`src/rtl/sos_pkg.sv`:
```
// Package: shared constants and helpers for the serial output sequencer.
// Assumes DATA_W >= 2.
package sos_pkg;

    // Number of falling edges after which the frame is finished.
    function automatic int frame_end(input int w);
        return 2 * w + 2;
    endfunction

    // Counter width needed to hold frame_end(w).
    function automatic int cnt_width(input int w);
        return $clog2(2 * w + 3);
    endfunction

endpackage

```
`src/rtl/sos_edge_det.sv`:
```
// Module: sos_edge_det
// Detects a falling edge on chip select and on the data clock. Both inputs
// are assumed synchronized to clk. Each detect output is high for exactly one
// clk cycle. The history registers reset low, so a line that is already low at
// reset does not register as an edge.
module sos_edge_det (
    input  logic clk,
    input  logic rst_n,
    input  logic cs_n,
    input  logic dclk,
    output logic cs_fall,
    output logic dclk_fall
);
    logic cs_q;
    logic dclk_q;

    // Keep one cycle of history for each line.
    always_ff @(posedge clk) begin
        if (!rst_n) begin
            cs_q   <= 1'b0;
            dclk_q <= 1'b0;
        end else begin
            cs_q   <= cs_n;
            dclk_q <= dclk;
        end
    end

    // A falling edge is high in the previous cycle and low in this one.
    always_comb begin
        cs_fall   = cs_q & ~cs_n;
        dclk_fall = dclk_q & ~dclk;
    end

    AST_FALL_SINGLE: assert property (@(posedge clk) disable iff (!rst_n)
        dclk_fall |=> !dclk_fall);

endmodule

```
`src/rtl/sos_phase_ctr.sv`:
```
// Module: sos_phase_ctr
// Counts falling data-clock edges inside one chip-select cycle. The count is
// cleared by a chip-select falling edge, held at 0 while chip select is high,
// and stops at the frame end until the next cycle starts.
module sos_phase_ctr #(
    parameter int DATA_W = 12,
    parameter int CNT_W  = sos_pkg::cnt_width(DATA_W)
) (
    input  logic             clk,
    input  logic             rst_n,
    input  logic             cs_n,
    input  logic             cs_fall,
    input  logic             dclk_fall,
    output logic [CNT_W-1:0] cnt
);
    localparam logic [CNT_W-1:0] END_C = CNT_W'(sos_pkg::frame_end(DATA_W));

    logic armed;

    // Arm on a chip-select fall, count falling edges, stop at the frame end.
    always_ff @(posedge clk) begin
        if (!rst_n) begin
            armed <= 1'b0;
            cnt   <= '0;
        end else if (cs_fall) begin
            armed <= 1'b1;
            cnt   <= '0;
        end else if (cs_n) begin
            armed <= 1'b0;
            cnt   <= '0;
        end else if (armed && dclk_fall && cnt != END_C) begin
            cnt <= cnt + CNT_W'(1);
        end
    end

    AST_CNT_STEP: assert property (@(posedge clk) disable iff (!rst_n)
        (cnt != $past(cnt)) |-> (cnt == '0 || cnt == $past(cnt) + CNT_W'(1)));

    AST_CNT_PARK: assert property (@(posedge clk) disable iff (!rst_n)
        (cnt == END_C) |=> (cnt == END_C || cnt == '0));

endmodule

```
`src/rtl/sos_bit_sel.sv`:
```
// Module: sos_bit_sel
// Captures the word at the second falling edge and picks the bit for the
// current edge count: null bit, then descending order, then ascending order
// starting at bit 1. It assumes cnt only rises one step at a time.
module sos_bit_sel #(
    parameter int DATA_W = 12,
    parameter int CNT_W  = sos_pkg::cnt_width(DATA_W)
) (
    input  logic              clk,
    input  logic              rst_n,
    input  logic [CNT_W-1:0]  cnt,
    input  logic              dclk_fall,
    input  logic [DATA_W-1:0] result_in,
    output logic              bit_en,
    output logic              bit_val
);
    localparam int IDX_W = (DATA_W > 1) ? $clog2(DATA_W) : 1;
    localparam int FWD_LAST = DATA_W + 2;
    localparam int REV_LAST = 2 * DATA_W + 1;

    logic [DATA_W-1:0] word;
    int                idx;

    // Capture the word on the edge that moves the count from 1 to 2.
    always_ff @(posedge clk) begin
        if (!rst_n) begin
            word <= '0;
        end else if (dclk_fall && cnt == CNT_W'(1)) begin
            word <= result_in;
        end
    end

    // Map the edge count to the enable and the bit index.
    always_comb begin
        idx     = 0;
        bit_en  = 1'b0;
        bit_val = 1'b0;
        if (int'(cnt) == 2) begin
            bit_en = 1'b1;
        end else if (int'(cnt) >= 3 && int'(cnt) <= FWD_LAST) begin
            bit_en  = 1'b1;
            idx     = FWD_LAST - int'(cnt);
            bit_val = word[idx[IDX_W-1:0]];
        end else if (int'(cnt) > FWD_LAST && int'(cnt) <= REV_LAST) begin
            bit_en  = 1'b1;
            idx     = int'(cnt) - FWD_LAST;
            bit_val = word[idx[IDX_W-1:0]];
        end
    end

    AST_WORD_FROZEN: assert property (@(posedge clk) disable iff (!rst_n)
        (cnt > CNT_W'(2)) |-> $stable(word));

endmodule

```
`src/rtl/sos_adc_out.sv`:
```
// Module: sos_adc_out (top)
// Serial output sequencer for a successive-approximation converter that uses
// a 3-wire link. It assumes cs_n and dclk are synchronized to clk. The enable
// is gated directly by chip select, so releasing chip select takes effect
// without waiting for a clock edge.
module sos_adc_out #(
    parameter int DATA_W = 12
) (
    input  logic              clk,
    input  logic              rst_n,
    input  logic              cs_n,
    input  logic              dclk,
    input  logic [DATA_W-1:0] result_in,
    output logic              dout,
    output logic              dout_oe
);
    localparam int CNT_W = sos_pkg::cnt_width(DATA_W);

    logic             cs_fall;
    logic             dclk_fall;
    logic [CNT_W-1:0] cnt;
    logic             bit_en;
    logic             bit_val;

    sos_edge_det u_edge (
        .clk       (clk),
        .rst_n     (rst_n),
        .cs_n      (cs_n),
        .dclk      (dclk),
        .cs_fall   (cs_fall),
        .dclk_fall (dclk_fall)
    );

    sos_phase_ctr #(.DATA_W(DATA_W), .CNT_W(CNT_W)) u_ctr (
        .clk       (clk),
        .rst_n     (rst_n),
        .cs_n      (cs_n),
        .cs_fall   (cs_fall),
        .dclk_fall (dclk_fall),
        .cnt       (cnt)
    );

    sos_bit_sel #(.DATA_W(DATA_W), .CNT_W(CNT_W)) u_sel (
        .clk       (clk),
        .rst_n     (rst_n),
        .cnt       (cnt),
        .dclk_fall (dclk_fall),
        .result_in (result_in),
        .bit_en    (bit_en),
        .bit_val   (bit_val)
    );

    // Gate the enable with chip select and hold the data bit low when disabled.
    always_comb begin
        dout_oe = bit_en & ~cs_n;
        dout    = dout_oe & bit_val;
    end

    AST_NULL_FIRST: assert property (@(posedge clk) disable iff (!rst_n)
        $rose(dout_oe) |-> !dout);

endmodule

```
`config.mk`:
```
export PLATFORM = sky130hd
export DESIGN_NAME = sos_adc_out
export DESIGN_NICKNAME = d
export VERILOG_FILES = /design/src/rtl/sos_pkg.sv /design/src/rtl/sos_edge_det.sv /design/src/rtl/sos_phase_ctr.sv /design/src/rtl/sos_bit_sel.sv /design/src/rtl/sos_adc_out.sv
export SDC_FILE = /design/constraint.sdc
export NUM_CORES = 1
export LEC_CHECK = 0
export BUFFER_PORTS_ARGS = -buffer_cell sky130_fd_sc_hd__buf_2
export CAP_MARGIN = 20
export CORE_MARGIN = 2
export CORE_UTILIZATION = 47
export DETAILED_ROUTE_END_ITERATION = 8
export GPL_ROUTABILITY_DRIVEN = 0
export PLACE_DENSITY = 0.71
export REMOVE_ABC_BUFFERS = 1
export SLEW_MARGIN = 10
export SYNTH_ARGS = -nofsm -noshare
export SYNTH_HDL_FRONTEND = slang
export SYNTH_HIERARCHICAL = 1
export SYNTH_SLANG_ARGS = --single-unit
```
`constraint.sdc`:
```
create_clock -name clk -period 3 [get_ports clk]
set_input_delay 0.6 -clock clk [delete_from_list [all_inputs] [get_ports clk]]
set_output_delay 0.6 -clock clk [all_outputs]
set_load 0.02 [all_outputs]
```
=== Word-level counts from Yosys, hierarchy flattened ===
Index checks and enable logic that the tools add are counted.

* Input bits: 16
* Bits in registers: 20
* Logic and storage cells: 43
* Output and inout port bits: 2

* Bitwise logic cells: 7
* Reduce and logical (&&, ||, !) cells: 7
* $add $sub $neg: 3
* Equality and inequality tests: 3
* Magnitude comparators: 6
* Mux-type cells: 12

{| class="wikitable"
|+ Operators by type and width
! kind !! number
|-
| < comparator 4 x 5 -> 1 bit (second input constant) || 2
|-
| two-way mux 1 bit || 10
|-
| binary-select mux 1 bit (select 4 bit) || 2
|-
| adder 5 x 1 -> 5 bit (second input constant) || 1
|-
| == test 5 x 1 -> 1 bit (second input constant) || 1
|-
| == test 5 x 3 -> 1 bit (second input constant) || 1
|-
| greater-or-equal comparator 5 x 2 -> 1 bit (second input constant) || 1
|-
| > comparator 5 x 4 -> 1 bit (second input constant) || 1
|-
| less-or-equal comparator 5 x 4 -> 1 bit (second input constant) || 1
|-
| less-or-equal comparator 5 bit (second input constant) || 1
|-
| logical AND 1 bit || 5
|-
| inequality test 5 bit (second input constant) || 1
|-
| AND 1 bit || 4
|-
| subtractor 4 bit (first input constant) || 1
|-
| subtractor 4 bit (second input constant) || 1
|-
| inverter 1 bit || 3
|-
| OR reduction 3 bit || 1
|-
| nonzero test 2 bit || 1
|}

=== Logic depth before layout (Yosys ltp) ===
Gate-level depths: netlist of run 1.

* Depth after elaboration: 7
* Gate-level depth with buffers: 9
* Depth with buffers taken out: 8

=== By module ===
Netlist of run 1, hierarchy kept.

{| class="wikitable"
|+ By module, submodules not included
! module !! sequential area each (µm²) !! area each (µm²) !! cells an instance !! instances
|-
| sos_bit_sel || 240.2 || 904.6 || 101 || 1
|-
| sos_phase_ctr || 120.1 || 297.8 || 33 || 1
|-
| sos_edge_det || 40.0 || 68.8 || 6 || 1
|-
| sos_adc_out || 0.0 || 15.0 || 2 || 1
|}

=== Least setup slack after synthesis of run 1 ===
Ideal clock, no wire load.

* Path kind: register to output
* Start: register u_ctr.cnt[0]
* End: output port dout
* Cell stages (with the launch flop): 9
* Arrival time: 2.128 ns
* Slack: 0.272 ns
* Data required time: 2.400 ns
* Path buffers: 1
* Path through: dfxtp_1 buf_6 inv_1 ha_1 mux4_2 a21boi_1 a311o_1 a41o_1 and3b_1

* Cells in the longest elaborated chain, start to end: 7
* Elaborated cells between the ends (all ways): 21
* Classes of those cells: add/sub: 2; order compare: 4; eq/ne: 1; mux: 10; bitwise: 2; reduce/logical: 2

{| class="wikitable"
|+ RTL lines
! element !! line !! source
|-
| start, declared || sos_phase_ctr.sv:14 || <nowiki>output logic [CNT_W-1:0] cnt</nowiki>
|-
| start signal, assigned || sos_phase_ctr.sv:32 || <nowiki>cnt <= cnt + CNT_W'(1);</nowiki>
|-
| subtractor 4 bit || sos_bit_sel.sv:46 || <nowiki>idx = int'(cnt) - FWD_LAST;</nowiki>
|-
| binary-select mux 1 bit (select 4 bit) || sos_bit_sel.sv:47 || <nowiki>bit_val = word[idx[IDX_W-1:0]];</nowiki>
|-
| two-way mux 1 bit (not written as such) || sos_bit_sel.sv:47 ||
|-
| two-way mux 1 bit || sos_bit_sel.sv:44 || <nowiki>end else if (int'(cnt) > FWD_LAST && int'(cnt) <= REV_LAST) begin</nowiki>
|-
| two-way mux 1 bit || sos_bit_sel.sv:40 || <nowiki>end else if (int'(cnt) >= 3 && int'(cnt) <= FWD_LAST) begin</nowiki>
|-
| two-way mux 1 bit * || sos_bit_sel.sv:38 || <nowiki>if (int'(cnt) == 2) begin</nowiki>
|-
| named net bit_val || sos_adc_out.sv:23 || <nowiki>logic bit_val;</nowiki>
|-
| AND 1 bit * || sos_adc_out.sv:56 || <nowiki>dout = dout_oe & bit_val;</nowiki>
|-
| end, declared || sos_adc_out.sv:14 || <nowiki>output logic dout,</nowiki>
|}

The timed path passes the listed nets; every way through them passes the cells marked *. The select of a mux whose other input is x is not followed.

=== Worst setup path in the final report of run 1 ===
* Start: register u_ctr.cnt[1]
* End: output port dout

Same word-level chain as after synthesis.

==> results of run 1 <==
## how the worst max path moves through the flow
stage          cells after the start                       from   end  slack (ns)
2_1_floorplan                      7  u_ctr/cnt[0]$_SDFFE_PP0P_  dout        0.17
3_3_place_gp                       8  u_ctr/cnt[2]$_SDFFE_PP0P_  dout        0.35
3_5_place_dp                       8  u_ctr/cnt[2]$_SDFFE_PP0P_  dout        0.30
4_1_cts                            7  u_ctr/cnt[2]$_SDFFE_PP0P_  dout        0.03
5_1_grt                            7  u_ctr/cnt[1]$_SDFFE_PP0P_  dout     -0.0005
6_report                           7  u_ctr/cnt[1]$_SDFFE_PP0P_  dout        0.09
## per-layer routing
layer	GRT usage (%)	vias up
met3	2.76	6
met5	0	-
met1	25.3	525
met2	28.7	25
met4	6.12	0
li1	-	550
## cell usage after synthesis, drive strengths merged, types with 2 or more instances
master | n | area, um2
a21boi | 14 | 105
a21oi | 6 | 30.0
a311o | 2 | 20.0
a31oi | 2 | 12.5
and2 | 3 | 20.0
and2b | 2 | 17.5
buf | 2 | 16.3
clkbuf | 2 | 7.51
dfxtp | 20 | 400
ha | 11 | 138
inv | 5 | 18.8
mux2i | 2 | 20.0
mux4 | 5 | 128
nand2 | 34 | 128
nand3 | 4 | 25.0
nor2 | 2 | 7.51
nor2b | 3 | 18.8
o21ai | 4 | 20.0
or3 | 3 | 18.8
## power by group through the flow
| stage | combinational, mW | sequential (mW) | clock, mW |
|---|---|---|---|
| CTS | 0.0238 | 0.268 | 0.162 |
| floorplan | 0.00932 | 0.274 | 0 |
| global placement | 0.0229 | 0.274 | 0 |
| finish | 0.0237 | 0.267 | 0.157 |
| detailed placement | 0.0236 | 0.274 | 0 |
| global route | 0.0265 | 0.267 | 0.177 |
## timing repair
action                     in CTS  in global routing
setup endpoints to repair       1                  1
setup buffers                   0                  0
hold buffers                    0                  0
gates resized for setup         3                  6
## state kept, by name, summed over array words and instances (netlist names)
register       flops
u_sel/word        12
u_ctr/cnt          5
u_ctr/armed        1
u_edge/cs_q        1
u_edge/dclk_q      1
## layout make-up
class	count	area share (%)
inverter	5	1.28
tap	30	2.55
multi-input combinational	113	58.3
sequential	20	27.8
timing repair buffer	20	7.57
clock buffer	4	2.47
## critical path, delay by kind of cell (launching register included)
kind | cells | cell delay, ns
adder cells (fa/ha/maj) | 1 | 0.21
buffers and inverters | 1 | 0.15
flip-flops | 1 | 0.40
AND/OR/NAND/NOR | 3 | 0.70
AO/OA/AOI/OAI | 2 | 0.56
## cell families after synthesis
kind of cell,Yosys count
AOI/OAI and AO/OA,36
muxes,7
and+or+nand+nor,57
buffers and inverters,9
adders and majority gates,11
xor gates and xnor gates,2
DFF,20
==> flow_summary.json, run 1 <==
{
  "worst-endpoint-required_ns": 2.40,
  "clockPowerShare_pct": 35.0,
  "postSynth.asyncResetShare_pct": 0,
  "wire_per_inst_um": 13.5,
  "min-delay-path-class": "reg -> reg",
  "area.sequential_um2": 409,
  "timing_max_transition_violations_final": 0,
  "area_added_between_synthesis_and_finish_pct": 14.4,
  "dp.final_hpwl_um": 1960,
  "synth-seq-area-share_pct": 31.1,
  "route.met3.wl_um": 110,
  "grt_max_degree": 17,
  "antenna_found_initial": 0,
  "placed_cell_area_um2": 1410,
  "height_of_the_die_um": 56.3,
  "num_antenna_cells": 0,
  "clock_tree.buffer_depth": 2,
  "min_from": "u_sel/word[9]$_SDFFE_PN0P_",
  "stdcell_area_um2": 1470,
  "met2_wirelength_um": 1210,
  "vias_per_cell": 5.76,
  "critical_path.startpoint_type": "flop",
  "via_count": 1106,
  "timing.setup.critical_path_class": "reg -> out",
  "hold_endpoint": "u_sel/word[9]$_SDFFE_PN0P_",
  "maxSlewHeadroom_pct": 66.3,
  "post-place-ws_ns": 0.302,
  "seqPwrFrac_pct": 59.7,
  "synth_warnings": 6,
  "worst_slack_ns": 0.0894,
  "timing.critical_path.cells": "ha_2 > and2b_2 > or3_1 > a311o_1 > a41o_1 > and3b_1 > buf_2",
  "core_area_um2": 2540,
  "fillers": 244,
  "fin_hold_ws_ns": 0.484,
  "drt-met1-wl_um": 1230,
  "top_level_ports": 18,
  "r2r_setup_slack_ns": 1.24,
  "worst-endpoint-arrival_ns": 2.31,
  "place_inst": 188,
  "p_switching_uw": 93.4,
  "final_common_cell": "sky130_fd_sc_hd__nand2_1",
  "synth_compound_area_share_pct": 20.0,
  "synth.area.mux_share_pct": 11.5,
  "antenna_left": 0,
  "chipWidth_um": 56.3,
  "syn_avg_cell_area_um2": 9.06,
  "power.combinational.fraction_pct": 5.3,
  "h-tree-depth": 1,
  "crit_path_top_delay_cell": "sky130_fd_sc_hd__dfxtp_4",
  "final_core_density_pct": 57.8,
  "mostFrequentLayoutCells": "sky130_fd_sc_hd__nand2_1 (34), sky130_fd_sc_hd__buf_2 (17), sky130_fd_sc_hd__dfxtp_1 (17)",
  "power.static_leakage_nw": 0.596,
  "buffer_ports.inserted": 17,
  "synth_edf_count": 0,
  "regToRegStartpoint": "u_ctr/cnt[3]$_SDFFE_PP0P_",
  "worst-r2r-cell-count": 4,
  "crit_path_max_incr_delay_ns": 0.40,
  "yosys.area_share.xor_xnor_pct": 1.36,
  "first_pass_iters": 4,
  "timing.max_cap.violations": 0,
  "cts.sinks": 20,
  "timing.final.hold_violations": 0,
  "irDropWorstVdd_mv": 0.229,
  "cts-buffers-inserted": 3,
  "cts.root.buffer_cell": "sky130_fd_sc_hd__clkbuf_4",
  "finalSetupViolCount": 0,
  "grt_pass1_vias": 1019,
  "min_period_ns": 2.91,
  "ys_seq_elements": 20,
  "powerDensity_nw_per_um2": 304,
  "layout.cells.non_filler": 192,
  "drtIter0Drc": 17,
  "worst_setup_path_end_kind": "primary output",
  "synth.distinct_cells": 40,
  "worstReg2RegEnd": "u_sel/word[8]$_SDFFE_PN0P_",
  "worst_tran_pin_value_ns": 0.502,
  "clock_pin_slew_on_the_worst_setup_and_hold_paths_ns": 0.11,
  "timing.setup.tns_ns": 0,
  "post_route_cells_drive_above_1_share_pct": 22.2,
  "area_used_by_multi_input_combinational_logic_um2": 858,
  "combinational_family_with_the_most_area_after_synthesis": "simple AND/OR/NAND/NOR gates",
  "route.final.wire_length_um": 2600,
  "start_util_pct": 50.5,
  "critical_path_peak_fanout": 8,
  "max_freq_mhz": 344,
  "yosys.area_share.adder_pct": 10.7,
  "grt_first_pass_wirelength_um": 4670,
  "synth_simple_gate_area_share_pct": 22.0,
  "timing.clock.skew_ns": 0.000770,
  "post_synth_inst_count": 142,
  "final_min_period_over_clock_period_pct": 97.0,
  "placement_rows": 18,
  "cts_tree": "built",
  "overall_power_after_layout_uw": 447,
  "min_delay_path_depth": 2,
  "syn_area_um2": 1290,
  "die_area_um2": 3170,
  "globalRouteTotalUtil_pct": 18.1,
  "synth_top_flop_cell": "sky130_fd_sc_hd__dfxtp_1",
  "overflow": 0,
  "clock_latency_ns": 0.30,
  "p_int_uw": 353,
  "drc": 0,
  "fin_nets": 190,
  "highest-signal-layer": "met4",
  "switching_power_share_of_the_total_pct": 20.9,
  "run_status": "finished, final reports clean"
}
Note: power is estimated with default switching activity, not from simulation.
==> run 2, diff against run 1 <==
--- a/config.mk
+++ b/config.mk
@@ -7,11 +7,13 @@
 export LEC_CHECK = 0
 export BUFFER_PORTS_ARGS = -buffer_cell sky130_fd_sc_hd__buf_2
 export CAP_MARGIN = 20
+export CELL_PAD_IN_SITES_DETAIL_PLACEMENT = 1
+export CELL_PAD_IN_SITES_GLOBAL_PLACEMENT = 1
 export CORE_MARGIN = 2
-export CORE_UTILIZATION = 47
+export CORE_UTILIZATION = 43
 export DETAILED_ROUTE_END_ITERATION = 8
 export GPL_ROUTABILITY_DRIVEN = 0
-export PLACE_DENSITY = 0.71
+export PLACE_DENSITY = 0.83
 export REMOVE_ABC_BUFFERS = 1
 export SLEW_MARGIN = 10
 export SYNTH_ARGS = -nofsm -noshare
==> run 2 against run 1 <==
Against the previous run:
- global-route usage rose by 2.5 points
- first-iteration DRC count rose by 120%
- count of clock-buffer cells in the layout did not move
- worst setup slack got worse by 0.020 ns
- cell area rose by 5.8%
- clock skew rose by 0.0082 ns
- routed wire length rose by 39%
- final cell count rose by 4.2%
- register-to-register slack got worse by 0.18 ns
- via count rose by 4.2%
==> flow_summary.json, run 2 (synthesis gave the netlist of run 1 again) <==
{
  "run_status": "finished, final reports clean",
  "core_area_um2": 2810,
  "clock_latency_ns": 0.30,
  "cts.root.buffer_cell": "sky130_fd_sc_hd__clkbuf_4",
  "chipWidth_um": 58.7,
  "fin_nets": 197,
  "fin_hold_ws_ns": 0.503,
  "placement_rows": 19,
  "num_antenna_cells": 0,
  "final_min_period_over_clock_period_pct": 97.7,
  "mostFrequentLayoutCells": "sky130_fd_sc_hd__nand2_1 (34), sky130_fd_sc_hd__buf_2 (17), sky130_fd_sc_hd__dfxtp_1 (17)",
  "grt_first_pass_wirelength_um": 5440,
  "grt.met2_usage_pct": 36.8,
  "cts-buffers-inserted": 3,
  "powerDensity_nw_per_um2": 287,
  "drtIter0Drc": 37,
  "irDropWorstVdd_mv": 0.255,
  "rsz_0062_raised_after_global_routing": "false",
  "vias_per_cell": 5.77,
  "timing.critical_path.cells": "buf_12 > buf_4 > mux4_1 > o211ai_1 > a21boi_0 > a41o_1 > and3b_1 > buf_2",
  "route.final.wire_length_um": 3610,
  "critical_path.startpoint_type": "flop",
  "clock_tree.buffer_depth": 2,
  "clock_pin_slew_on_the_worst_setup_and_hold_paths_ns": 0.12,
  "worst_setup_path_end_kind": "primary output",
  "grt_max_degree": 17,
  "reg.largest.list": "u_sel/word x12, u_ctr/cnt x5",
  "timing.setup.critical_path_class": "reg -> out",
  "fraction_of_met1_tracks_used_by_global_routing_pct": 25.7,
  "timing.clock.skew_ns": 0.00897,
  "height_of_the_die_um": 58.7,
  "final_core_density_pct": 55.5,
  "crit_path_top_delay_cell": "sky130_fd_sc_hd__mux4_1",
  "worst_tran_pin_value_ns": 0.499,
  "globalRouteTotalUtil_pct": 20.7,
  "timing.max_cap.violations": 0,
  "critical_path_peak_fanout": 8,
  "met3_usage_pct": 1.76,
  "crit_path_max_incr_delay_ns": 0.54,
  "wire_per_inst_um": 18.0,
  "post_route_cells_drive_above_1_share_pct": 26.6,
  "antenna_left": 0,
  "maxSlewHeadroom_pct": 66.5,
  "min-delay-path-class": "reg -> reg",
  "cts.sinks": 20,
  "antenna_found_initial": 0,
  "via_count": 1153,
  "first_pass_iters": 4,
  "buffer_ports.inserted": 17,
  "die_area_um2": 3440,
  "drc": 0,
  "worst-endpoint-arrival_ns": 2.33,
  "worst-endpoint-required_ns": 2.40,
  "overflow": 0,
  "stdcell_area_um2": 1560,
  "regToRegStartpoint": "u_ctr/cnt[2]$_SDFFE_PP0P_",
  "finalSetupViolCount": 0,
  "overall_power_after_layout_uw": 447,
  "globalRoute.busiestLayer": "met2",
  "timing.final.hold_violations": 0,
  "placed_cell_area_um2": 1410,
  "h-tree-depth": 1,
  "grt_pass1_vias": 1193,
  "final_common_cell": "sky130_fd_sc_hd__nand2_1",
  "timing_max_transition_violations_final": 0,
  "largest_register_ff_count": 12,
  "start_util_pct": 45.9,
  "min_from": "u_sel/word[1]$_SDFFE_PN0P_",
  "top_level_ports": 18,
  "max_freq_mhz": 341,
  "power.static_leakage_nw": 0.637,
  "area_added_between_synthesis_and_finish_pct": 21.0,
  "cts_tree": "built",
  "min_period_ns": 2.93,
  "dp.final_hpwl_um": 2470,
  "startpoint": "u_ctr/cnt[0]$_SDFFE_PP0P_",
  "registers.top_by_ff_count": "u_sel/word",
  "cts_hold_buffers": 0,
  "timing.setup.tns_ns": 0
}
-- run 2: power by group --
group	internal [mW]	total [mW]	switching, mW
logic	0.0142	0.0247	0.0105
registers	0.267	0.268	0.00102
clock network	0.0739	0.155	0.0809
-- run 2: what timing repair did --
item,4_1_cts,5_1_grt
setup endpoints to repair,1,1
pin swaps,0,1
buffers inserted,0,7
gates resized for setup,3,10
-- run 2: routing by layer --
| layer | share of wire (%) | up-vias |
|---|---|---|
| met1 | 43 | 567 |
| li1 | - | 566 |
| met5 | 0 | - |
| met3 | 1.6 | 4 |
| met2 | 54 | 16 |
| met4 | 1.0 | 0 |
-- run 2: worst paths after layout --
path,to,slack (ns),cells past startpoint
max,dout,0.07,8
min,u_sel/word[1]$_SDFFE_PN0P_,0.50,2
max reg2reg,u_sel/word[5]$_SDFFE_PN0P_,1.06,5
min reg2reg,u_sel/word[1]$_SDFFE_PN0P_,0.50,2
-- run 2: worst max-delay path, delay by kind of cell, from the launching register on --
| family | cells | cell delay [ns] |
|---|---|---|
| muxes | 1 | 0.54 |
| AOI/OAI and AO/OA | 3 | 0.57 |
| DFF | 1 | 0.37 |
| buffers and inverters | 3 | 0.41 |
| and+or+nand+nor | 1 | 0.15 |
-- run 2: cell type report --
class | count | area (um2)
clock buffers | 4 | 36.3
multi-input cells | 113 | 886
inverters | 5 | 18.8
flip-flops and latches | 20 | 407
well taps | 31 | 38.8
fillers | 338 | 1250
repair buffers | 27 | 170
-- run 2: metrics by stage --
step | setup slack [ns] | cells
global placement | 0.316 | 189
finish | 0.0697 | 200
detailed placement | 0.242 | 189
CTS | 0.00229 | 193
floorplan | 0.168 | 138
global route | 0.00755 | 200
